<file path="src/rtl/msgq_pkg.sv">
package msgq_pkg;

    localparam int WR_W     = 13;
    localparam int RD_W     = 11;
    localparam int B_SEND   = 8;
    localparam int B_INCR   = 9;
    localparam int B_FLUSH  = 10;
    localparam int B_CLROVF = 11;
    localparam int B_CLREXH = 12;

    typedef struct packed {
        logic ie_avail;
        logic ie_half;
        logic ie_edge;
        logic ie_ovf;
        logic ie_exh;
        logic ts_en;
        logic auto_rmt;
        logic dir_tx;
    } cfg_t;

    typedef struct packed {
        logic empty;
        logic half;
        logic full;
    } stat_t;

    function automatic logic half_hit(input logic tx, input int unsigned cnt,
                                      input int unsigned depth);
        return tx ? (2 * cnt <= depth) : (2 * cnt >= depth);
    endfunction

endpackage

</file>
<file path="src/rtl/msgq_ptrs.sv">
module msgq_ptrs #(
    parameter  int DEPTH = 8,
    localparam int IW    = (DEPTH > 1) ? $clog2(DEPTH) : 1,
    localparam int CW    = $clog2(DEPTH + 1)
) (
    input  logic          clk,
    input  logic          rst,
    input  logic          flush,
    input  logic          push_req,
    input  logic          pop_req,
    output logic [IW-1:0] head,
    output logic [IW-1:0] tail,
    output logic [CW-1:0] count,
    output logic          push_ok,
    output logic          pop_ok,
    output logic          drop,
    output logic          drain_last
);

    function automatic logic [IW-1:0] next_slot(input logic [IW-1:0] i);
        return (i == IW'(DEPTH - 1)) ? '0 : i + 1'b1;
    endfunction

    logic is_full;

    assign is_full    = (count == CW'(DEPTH));
    assign push_ok    = !flush && push_req && !is_full;
    assign pop_ok     = !flush && pop_req && (count != '0);
    assign drop       = !flush && push_req && is_full;
    assign drain_last = pop_ok && !push_ok && (count == CW'(1));

    always_ff @(posedge clk) begin
        if (rst || flush) begin
            head  <= '0;
            tail  <= '0;
            count <= '0;
        end else begin
            if (push_ok) head <= next_slot(head);
            if (pop_ok)  tail <= next_slot(tail);
            count <= count + CW'(push_ok) - CW'(pop_ok);
        end
    end

    assert_cnt_bound_R3: assert property (@(posedge clk) disable iff (rst)
        count <= CW'(DEPTH));

    assert_flush_zero_R2: assert property (@(posedge clk) disable iff (rst)
        flush |=> (count == '0 && head == '0 && tail == '0));

    assert_drop_hold_R5: assert property (@(posedge clk) disable iff (rst)
        (drop && !pop_req) |=> ($stable(head) && $stable(count)));

endmodule

</file>
<file path="src/rtl/msgq_txreq.sv">
module msgq_txreq (
    input  logic clk,
    input  logic rst,
    input  logic tx_mode,
    input  logic wr,
    input  logic wr_send,
    input  logic drain_last,
    input  logic remote,
    input  logic auto_rmt,
    output logic send_req,
    output logic abort_pulse
);

    logic send_d, abort_d;

    always_comb begin
        send_d  = send_req;
        abort_d = 1'b0;
        if (tx_mode && wr) begin
            if (wr_send) begin
                send_d = 1'b1;
            end else if (send_req) begin
                send_d  = 1'b0;
                abort_d = 1'b1;
            end
        end
        if (tx_mode && drain_last)          send_d = 1'b0;
        if (tx_mode && auto_rmt && remote)  send_d = 1'b1;
    end

    always_ff @(posedge clk) begin
        if (rst) begin
            send_req    <= 1'b0;
            abort_pulse <= 1'b0;
        end else begin
            send_req    <= send_d;
            abort_pulse <= abort_d;
        end
    end

    assert_rx_hold_R8: assert property (@(posedge clk) disable iff (rst)
        !tx_mode |=> $stable(send_req));

    assert_abort_cause_R7: assert property (@(posedge clk) disable iff (rst)
        abort_pulse |-> $past(send_req));

    assert_remote_set_R9: assert property (@(posedge clk) disable iff (rst)
        (tx_mode && auto_rmt && remote) |=> send_req);

endmodule

</file>
<file path="src/rtl/msgq_irq.sv">
module msgq_irq
    import msgq_pkg::*;
#(
    parameter  int DEPTH = 8,
    localparam int CW    = $clog2(DEPTH + 1)
) (
    input  logic          clk,
    input  logic          rst,
    input  logic          dir_tx,
    input  logic [4:0]    ie,
    input  logic [CW-1:0] count,
    input  logic          rx_drop,
    input  logic          exh_in,
    input  logic          clr_ovf,
    input  logic          clr_exh,
    output stat_t         stat,
    output logic          ovf_flag,
    output logic          exh_flag,
    output logic          irq
);

    logic ie_exh, ie_ovf, ie_edge, ie_half, ie_avail;
    logic lvl_src;

    assign {ie_avail, ie_half, ie_edge, ie_ovf, ie_exh} = ie;

    assign stat.empty = (count == '0);
    assign stat.full  = (count == CW'(DEPTH));
    assign stat.half  = half_hit(dir_tx, int'(count), DEPTH);

    always_comb begin
        if (dir_tx)
            lvl_src = (ie_edge & stat.empty) | (ie_half & stat.half) | (ie_avail & ~stat.full);
        else
            lvl_src = (ie_edge & stat.full) | (ie_half & stat.half) | (ie_avail & ~stat.empty);
    end

    assign irq = lvl_src | (ie_ovf & ovf_flag) | (ie_exh & exh_flag);

    always_ff @(posedge clk) begin
        if (rst) begin
            ovf_flag <= 1'b0;
            exh_flag <= 1'b0;
        end else begin
            ovf_flag <= rx_drop | (ovf_flag & ~clr_ovf);
            exh_flag <= exh_in  | (exh_flag & ~clr_exh);
        end
    end

    assert_ovf_sticky_R5: assert property (@(posedge clk) disable iff (rst)
        (ovf_flag && !clr_ovf) |=> ovf_flag);

    assert_exh_sticky_R13: assert property (@(posedge clk) disable iff (rst)
        (exh_flag && !clr_exh) |=> exh_flag);

    assert_irq_quiet_R11: assert property (@(posedge clk) disable iff (rst)
        (ie == 5'b0) |-> !irq);

endmodule

</file>
<file path="src/rtl/msgq_ctrl.sv">
module msgq_ctrl
    import msgq_pkg::*;
#(
    parameter  int DEPTH = 8,
    localparam int IW    = (DEPTH > 1) ? $clog2(DEPTH) : 1,
    localparam int CW    = $clog2(DEPTH + 1)
) (
    input  logic            clk,
    input  logic            rst,
    input  logic            cfg_mode,
    input  logic            ctl_wr,
    input  logic [WR_W-1:0] ctl_wdata,
    output logic [RD_W-1:0] ctl_rdata,
    input  logic            tx_sent,
    input  logic            tx_exhausted,
    input  logic            rx_stored,
    input  logic            rx_remote,
    output logic            send_req,
    output logic            abort_req,
    output logic [IW-1:0]   head_idx,
    output logic [IW-1:0]   tail_idx,
    output logic [CW-1:0]   fill_count,
    output logic            fifo_empty,
    output logic            fifo_half,
    output logic            fifo_full,
    output logic            ovf_flag,
    output logic            exh_flag,
    output logic            irq
);

    cfg_t  cfg_q, cfg_w;
    stat_t stat;
    logic  flush_q;
    logic  incr, push_req, pop_req, push_ok, pop_ok, drop, drain_last;

    always_comb begin
        cfg_w = cfg_t'(ctl_wdata[7:0]);
        if (!cfg_mode) cfg_w.ts_en = cfg_q.ts_en;
    end

    always_ff @(posedge clk) begin
        if (rst) begin
            cfg_q   <= '0;
            flush_q <= 1'b1;
        end else begin
            if (ctl_wr) cfg_q <= cfg_w;
            flush_q <= ctl_wr & ctl_wdata[B_FLUSH];
        end
    end

    assign incr     = ctl_wr & ctl_wdata[B_INCR];
    assign push_req = cfg_q.dir_tx ? incr    : rx_stored;
    assign pop_req  = cfg_q.dir_tx ? tx_sent : incr;

    msgq_ptrs #(.DEPTH(DEPTH)) u_ptrs (
        .clk        (clk),
        .rst        (rst),
        .flush      (flush_q),
        .push_req   (push_req),
        .pop_req    (pop_req),
        .head       (head_idx),
        .tail       (tail_idx),
        .count      (fill_count),
        .push_ok    (push_ok),
        .pop_ok     (pop_ok),
        .drop       (drop),
        .drain_last (drain_last)
    );

    msgq_txreq u_txreq (
        .clk         (clk),
        .rst         (rst),
        .tx_mode     (cfg_q.dir_tx),
        .wr          (ctl_wr),
        .wr_send     (ctl_wdata[B_SEND]),
        .drain_last  (drain_last),
        .remote      (rx_remote),
        .auto_rmt    (cfg_q.auto_rmt),
        .send_req    (send_req),
        .abort_pulse (abort_req)
    );

    msgq_irq #(.DEPTH(DEPTH)) u_irq (
        .clk      (clk),
        .rst      (rst),
        .dir_tx   (cfg_q.dir_tx),
        .ie       ({cfg_q.ie_avail, cfg_q.ie_half, cfg_q.ie_edge, cfg_q.ie_ovf, cfg_q.ie_exh}),
        .count    (fill_count),
        .rx_drop  (drop & ~cfg_q.dir_tx),
        .exh_in   (tx_exhausted),
        .clr_ovf  (ctl_wr & ctl_wdata[B_CLROVF]),
        .clr_exh  (ctl_wr & ctl_wdata[B_CLREXH]),
        .stat     (stat),
        .ovf_flag (ovf_flag),
        .exh_flag (exh_flag),
        .irq      (irq)
    );

    assign fifo_empty = stat.empty;
    assign fifo_half  = stat.half;
    assign fifo_full  = stat.full;
    assign ctl_rdata  = {flush_q, 1'b0, send_req, cfg_q};

    assert_flush_done_R2: assert property (@(posedge clk) disable iff (rst)
        (flush_q && !(ctl_wr && ctl_wdata[B_FLUSH])) |=> !flush_q);

    assert_ts_lock_R12: assert property (@(posedge clk) disable iff (rst)
        !cfg_mode |=> $stable(cfg_q.ts_en));

    assert_push_pop_excl_R3: assert property (@(posedge clk) disable iff (rst)
        flush_q |-> !(push_ok || pop_ok));

endmodule

</file>
<file path="config.mk">
export PLATFORM = sky130hd
export DESIGN_NAME = msgq_ctrl
export DESIGN_NICKNAME = d
export VERILOG_FILES = /design/src/rtl/msgq_pkg.sv /design/src/rtl/msgq_ptrs.sv /design/src/rtl/msgq_txreq.sv /design/src/rtl/msgq_irq.sv /design/src/rtl/msgq_ctrl.sv
export SDC_FILE = /design/constraint.sdc
export NUM_CORES = 1
export LEC_CHECK = 0
export ABC_AREA = 1
export ABC_CLOCK_PERIOD_IN_PS = 2000
export BUFFER_PORTS_ARGS = -buffer_cell sky130_fd_sc_hd__buf_2
export CORE_AREA = 3 3 60 62
export CTS_CLUSTER_DIAMETER = 80
export DETAILED_ROUTE_END_ITERATION = 7
export DIE_AREA = 0 0 63 65
export PLACE_DENSITY = 0.82
export SETUP_SLACK_MARGIN = 0.1
export SYNTH_ARGS = -nofsm -noshare
export SYNTH_HDL_FRONTEND = slang
export SYNTH_HIERARCHICAL = 1
export SYNTH_SLANG_ARGS = --single-unit
</file>
<file path="constraint.sdc">
create_clock -name clk -period 2 [get_ports clk]
set_clock_uncertainty 0.1 [all_clocks]
set_input_delay 0.1 -clock clk [delete_from_list [all_inputs] [get_ports clk]]
set_output_delay 0.1 -clock clk [all_outputs]
set_load 0.05 [all_outputs]
</file>
* Yosys cells after proc, flatten, opt, wreduce, memory -nomap -nowiden *
Cells that the tools add are included.

storage, ports and cells
  bits in registers = 23
  latch bits = 0
  RAM bits = 0
  ROM bits = 0
  input port bits = 21
  output and inout port bits = 29
  word-level logic and storage cells = 85
  memories = 0

operators by class
  add/sub/neg operators = 4
  multiply operators = 0
  divide/modulo/power cells = 0
  magnitude comparators = 2
  equal/unequal tests = 4
  shift-type cells = 0
  multiplexer cells = 11
  bitwise operators = 28
  reductions and logical operators = 20

operators by type and width
  operator                                                        count
  AND 1 bit                                                       14
  logical AND 1 bit                                               11
  two-way mux 1 bit                                               9
  bitwise OR 1 bit                                                8
  adder 3 x 1 -> 3 bit, second input constant                     2
  == test 3 bit, second input constant                            2
  two-way mux 3 bit                                               2
  inverter 1 bit                                                  6
  >= comparator 5 x 4 -> 1 bit, second input constant             1
  less-or-equal comparator 5 x 4 -> 1 bit, second input constant  1
  adder 4 x 1 -> 4 bit                                            1
  == test 4 x 1 -> 1 bit, second input constant                   1
  == test 4 bit, second input constant                            1
  zero test 4 bit                                                 1
  nonzero test 4 bit                                              1
  subtractor 4 x 1 -> 4 bit                                       1
  zero test 1 bit                                                 3
  nonzero test 3 bit                                              1
  OR reduction 3 bit                                              1
  AND reduction 2 bit                                             1
  logical OR 1 bit                                                1

* Logic depth before layout (Yosys ltp) *
  word-level depth = 10
  mapped depth = 13
  mapped depth without buffers = 13

* Modules after synthesis *
Netlist, hierarchy kept.

by module, submodules not included
  module      times used  cells each  area each (µm²)  seq. area each (µm²)
  msgq_ptrs   1           95          663.1            200.2
  msgq_ctrl   1           56          386.6            180.2
  msgq_irq    1           35          182.7            40.0
  msgq_txreq  1           12          87.6             40.0

* Worst setup path before layout *
No wires, ideal clock.

  path type = register to register
  start point = register u_ptrs.count[2]
  end point = register u_ptrs.count[2]
  arrival = 2.354 ns
  required time = 1.786 ns
  setup slack = -0.568 ns
  stages on the path, launching flop included = 12
  path buffers = 0
  period minus slack after synthesis = 2.568 ns
  path through = dfxtp_1 -> inv_1 -> ha_1 -> nand2_1 -> and2_1 -> ha_1 -> inv_1 -> ha_1 -> inv_1 -> fa_1 -> xor2_1 -> nor2_1

on the way
  elaborated cells on any way between the ends = 7
  those cells by class = 2 x add/sub; 1 x eq/ne; 4 x reduce/logical

RTL lines
  element                    line             source
  start, declared            msgq_ptrs.sv:13  output logic [CW-1:0] count,
  start signal, assigned     msgq_ptrs.sv:40  count <= count + CW'(push_ok) - CW'(pop_ok);
  nonzero test 4 bit         msgq_ptrs.sv:28  assign pop_ok = !flush && pop_req && (count != '0);
  logical AND 1 bit          msgq_ptrs.sv:28
  net pop_ok                 msgq_ctrl.sv:34  logic incr, push_req, pop_req, push_ok, pop_ok, drop, drain_last;
  subtractor 4 x 1 -> 4 bit  msgq_ptrs.sv:40

The timed path passes the listed nets, and every way through them passes these cells.
A chain may end at the register's enable or synchronous reset.

* Final worst setup path *
  start point = register cfg_q, in the netlist ctl_rdata[0]
  end point = register u_ptrs.count[1]

on the way
  elaborated cells on any way between the ends = 8
  those cells by class = 2 x add/sub; 2 x mux; 4 x reduce/logical

RTL lines
  element                          line             source
  start, declared                  msgq_ctrl.sv:31  cfg_t cfg_q, cfg_w;
  start signal, assigned           msgq_ctrl.sv:46  if (ctl_wr) cfg_q <= cfg_w;
  two-way mux 1 bit                msgq_ctrl.sv:53  assign pop_req = cfg_q.dir_tx ? tx_sent : incr;
  net pop_req                      msgq_ctrl.sv:34
  logical AND 1 bit (2 in series)  msgq_ptrs.sv:28
  net pop_ok                       msgq_ctrl.sv:34
  subtractor 4 x 1 -> 4 bit        msgq_ptrs.sv:40

The timed path passes the listed nets, and every way through them passes these cells.

==> flow_summary.ini <==
[yosys]
syn_avg_cell_area_um2 = 6.67
synth_cells = 198
ys_seq_area_frac = 0.349
synth_cell_types = 20
synth_area_um2 = 1320
synth_seq_cells = 23
yosys_warnings = 6
syn-num-nets = 230

[finish]
fillerInstances = 254
post-route-cell-area_um2 = 2030
antenna-diode-count = 0
nets = 315
area_growth_pct = 53.7
drive_gt1_frac = 0.365

[clocking]
clk_latency_ps = 310
cts.htree.levels = 1
cts_made_buffers = 3
clockBufferDepth = 2
cts-root-buf = clkbuf_4
cts.clk_slew.worst_paths_ps = 130
clock-sinks = 23
cts_tree = done

[floorplan]
rows = 20
core_area_um2 = 3080
die_h_um = 65
ioPinCount = 50
die_area_um2 = 4100
die_w_um = 63
initial_utilization = 0.429

[timing]
fmax_ghz = 0.509
finalMaxSlewViolations = 0
setup_tns_ps = 0
worst_slack_ps = 34.4
final_hold_viol_count = 0
post-route-min-period_ps = 1970
setup-violations-final = 0
fin_crit_sh = 0.983
grt_setup_unrepaired = yes
hold_ws_ps = 13.3

[placed_design]
place_ws_ps = -69.8
gp_congestion = 0.884
dpl_cell_area_um2 = 1690
hpwl_mm = 2.44
io_buffers = 48

[setup_path]
cp_max_fo = 3
cpMaxStageDelayCell = fa_2
path_class = reg -> reg
path_cells = o21ai_1 > inv_1 > nor2_4 > and2_4 > ha_4 > inv_4 > ha_4 > inv_2 > fa_2 > nor2_1
critPathArrivalTime_ps = 2090
cp_num_buf_inv = 3
required_ps = 2120
critical_path.top_delay_family = adder cells
ff2ff_setup_slack_ps = 30
cpMostUsedCell = ha_4
max_stage_delay_ps = 500
endpoint_kind = register
worstSetupStartpointType = register

[power_and_ir_drop]
powerDensity_nw_per_um2 = 495
power.total_mw = 1.01
vdd_ir_drop_max_mv = 0.345
p_leak_nw = 1.07

[route]
wl_per_cell_um = 11.6
drc = 0
dr.pass1.iters = 4
ant_nets = 0
drtIter0Drc = 67
vias = 1496
drt-total-wl_mm = 3.78
drt-vias-per-instance = 4.59

[grt]
track_usage = 0.174
first_global_vias = 1342
antenna_found_initial = 0
grt_start_max_net_pins = 15
grt_overflow = 0
grt_pass1_wl_mm = 5.62

[min_path]
hold_path.class = in -> reg

[run_status]
outcome = finished, final reports clean

[job]
cap_violations = 0
-- metrics by stage --
stage	instances	util
final	326	0.659
after floorplan	198	-
after global routing	326	0.659
after detailed placement	298	0.550
after global placement	298	0.550
after CTS	320	0.632
-- path summary, 6_finish.rpt --
check | startpoint | to | depth (start not counted)
worst max register to register | ctl_rdata[0] | u_ptrs/count[1] | 10
worst min register to register | u_ptrs/head[1] | u_ptrs/head[1] | 2
worst min-delay path | cfg_mode | ctl_rdata[2] | 5
worst max-delay path | ctl_rdata[0] | u_ptrs/count[1] | 10
-- routing by layer --
layer	part of all wire	global-route usage	vias up
met5	0	0	-
met4	0.012	0.0826	0
met3	0.049	0.0329	6
met2	0.52	0.310	43
met1	0.42	0.200	679
li1	-	-	768
-- power by group --
part	internal, mW	switching, mW	leakage, nW
Combinational	0.109	0.191	0.864
Sequential	0.474	0.0147	0.192
Clock	0.0748	0.142	0.0177
-- synth_stat cells --
master | count | area, µm²
nor2_1 | 35 | 131
dfxtp_1 | 23 | 460
xor2_1 | 1 | 8.76
nor2_2 | 4 | 25.0
nand3_1 | 13 | 65.1
and2_1 | 1 | 6.26
a22o_1 | 1 | 8.76
a21oi_1 | 11 | 55.1
o21ai_0 | 10 | 50.1
buf_4 | 3 | 22.5
buf_6 | 1 | 11.3
inv_2 | 1 | 3.75
conb_1 | 1 | 3.75
nor2_4 | 1 | 11.3
nor3_1 | 2 | 10.0
fa_1 | 1 | 20.0
a21oi_2 | 1 | 8.76
inv_1 | 36 | 135
ha_1 | 10 | 125
nand2_1 | 42 | 158
-- sequential cells by signal, summed over array words and instances (netlist names) --
register	flops
ctl_rdata	8
u_ptrs/count	4
u_ptrs/head	3
u_ptrs/tail	3
flush_q	1
u_irq/exh_flag	1
u_irq/ovf_flag	1
u_txreq/abort_pulse	1
u_txreq/send_req	1
-- worst register-to-register path, stage by stage, from the launching register on --
cell     delay [ps]
dfxtp_4         380
o21ai_1         120
inv_1            70
nor2_4           90
and2_4          150
ha_4            200
inv_4            60
ha_4            130
inv_2            30
fa_2            500
nor2_1           40
-- area by class of cell --
cell class	count	area [µm²]	area share
inverter	37	146	0.0721
multi-input combinational	134	768	0.379
clock buffer	3	22.5	0.0111
timing repair buffer	84	558	0.275
tap	44	55.1	0.0271
sequential	23	474	0.234
clock inverter	1	5.00	0.00247
-- logic make-up after synthesis --
group | after synthesis | share of synthesized area
flops | 23 | 0.349
other cells | 1 | 0.00284
buf+inv | 41 | 0.131
xor+xnor | 1 | 0.00664
fa+ha+maj | 11 | 0.110
simple gates | 98 | 0.308
compound gates | 23 | 0.0929
-- timing repair --
action                                  4_1_cts  5_1_grt
setup buffers                                 3        6
endpoints found under the setup margin        2        4
pin swaps                                     5        5
hold buffers                                 15        0
resized for setup                            14       13
endpoints found under the hold margin        13        0
-- layout by cell type, fill, tap and decap left out --
| cell type | netlist | routed |
|---|---|---|
| buf_8 | 0 | 1 |
| a22o_1 | 1 | 1 |
| nor3_1 | 2 | 2 |
| nand3_1 | 13 | 12 |
| nor2_2 | 4 | 4 |
| buf_2 | 0 | 47 |
| conb_1 | 1 | 1 |
| ha_4 | 0 | 3 |
| xor2_1 | 1 | 1 |
| nor2_4 | 1 | 3 |
| inv_1 | 36 | 31 |
| fa_2 | 0 | 1 |
| ha_1 | 10 | 7 |
| dfxtp_1 | 23 | 18 |
| a21oi_2 | 1 | 2 |
| dfxtp_4 | 0 | 3 |
| clkbuf_4 | 0 | 4 |
| nand2_1 | 42 | 38 |
| o21ai_1 | 0 | 1 |
| o21ai_0 | 10 | 9 |
| dfxtp_2 | 0 | 2 |
| and2_4 | 0 | 1 |
| nor2_1 | 35 | 33 |
| clkinv_2 | 0 | 1 |
| a21oi_1 | 11 | 10 |
| nand2_4 | 0 | 1 |
| nand3_2 | 0 | 1 |
| nand2_2 | 0 | 3 |
| buf_4 | 3 | 20 |
| inv_4 | 0 | 3 |
| dlygate4sd3_1 | 0 | 15 |
| inv_2 | 1 | 3 |
No activity file was read; power rests on OpenSTA's default activity.
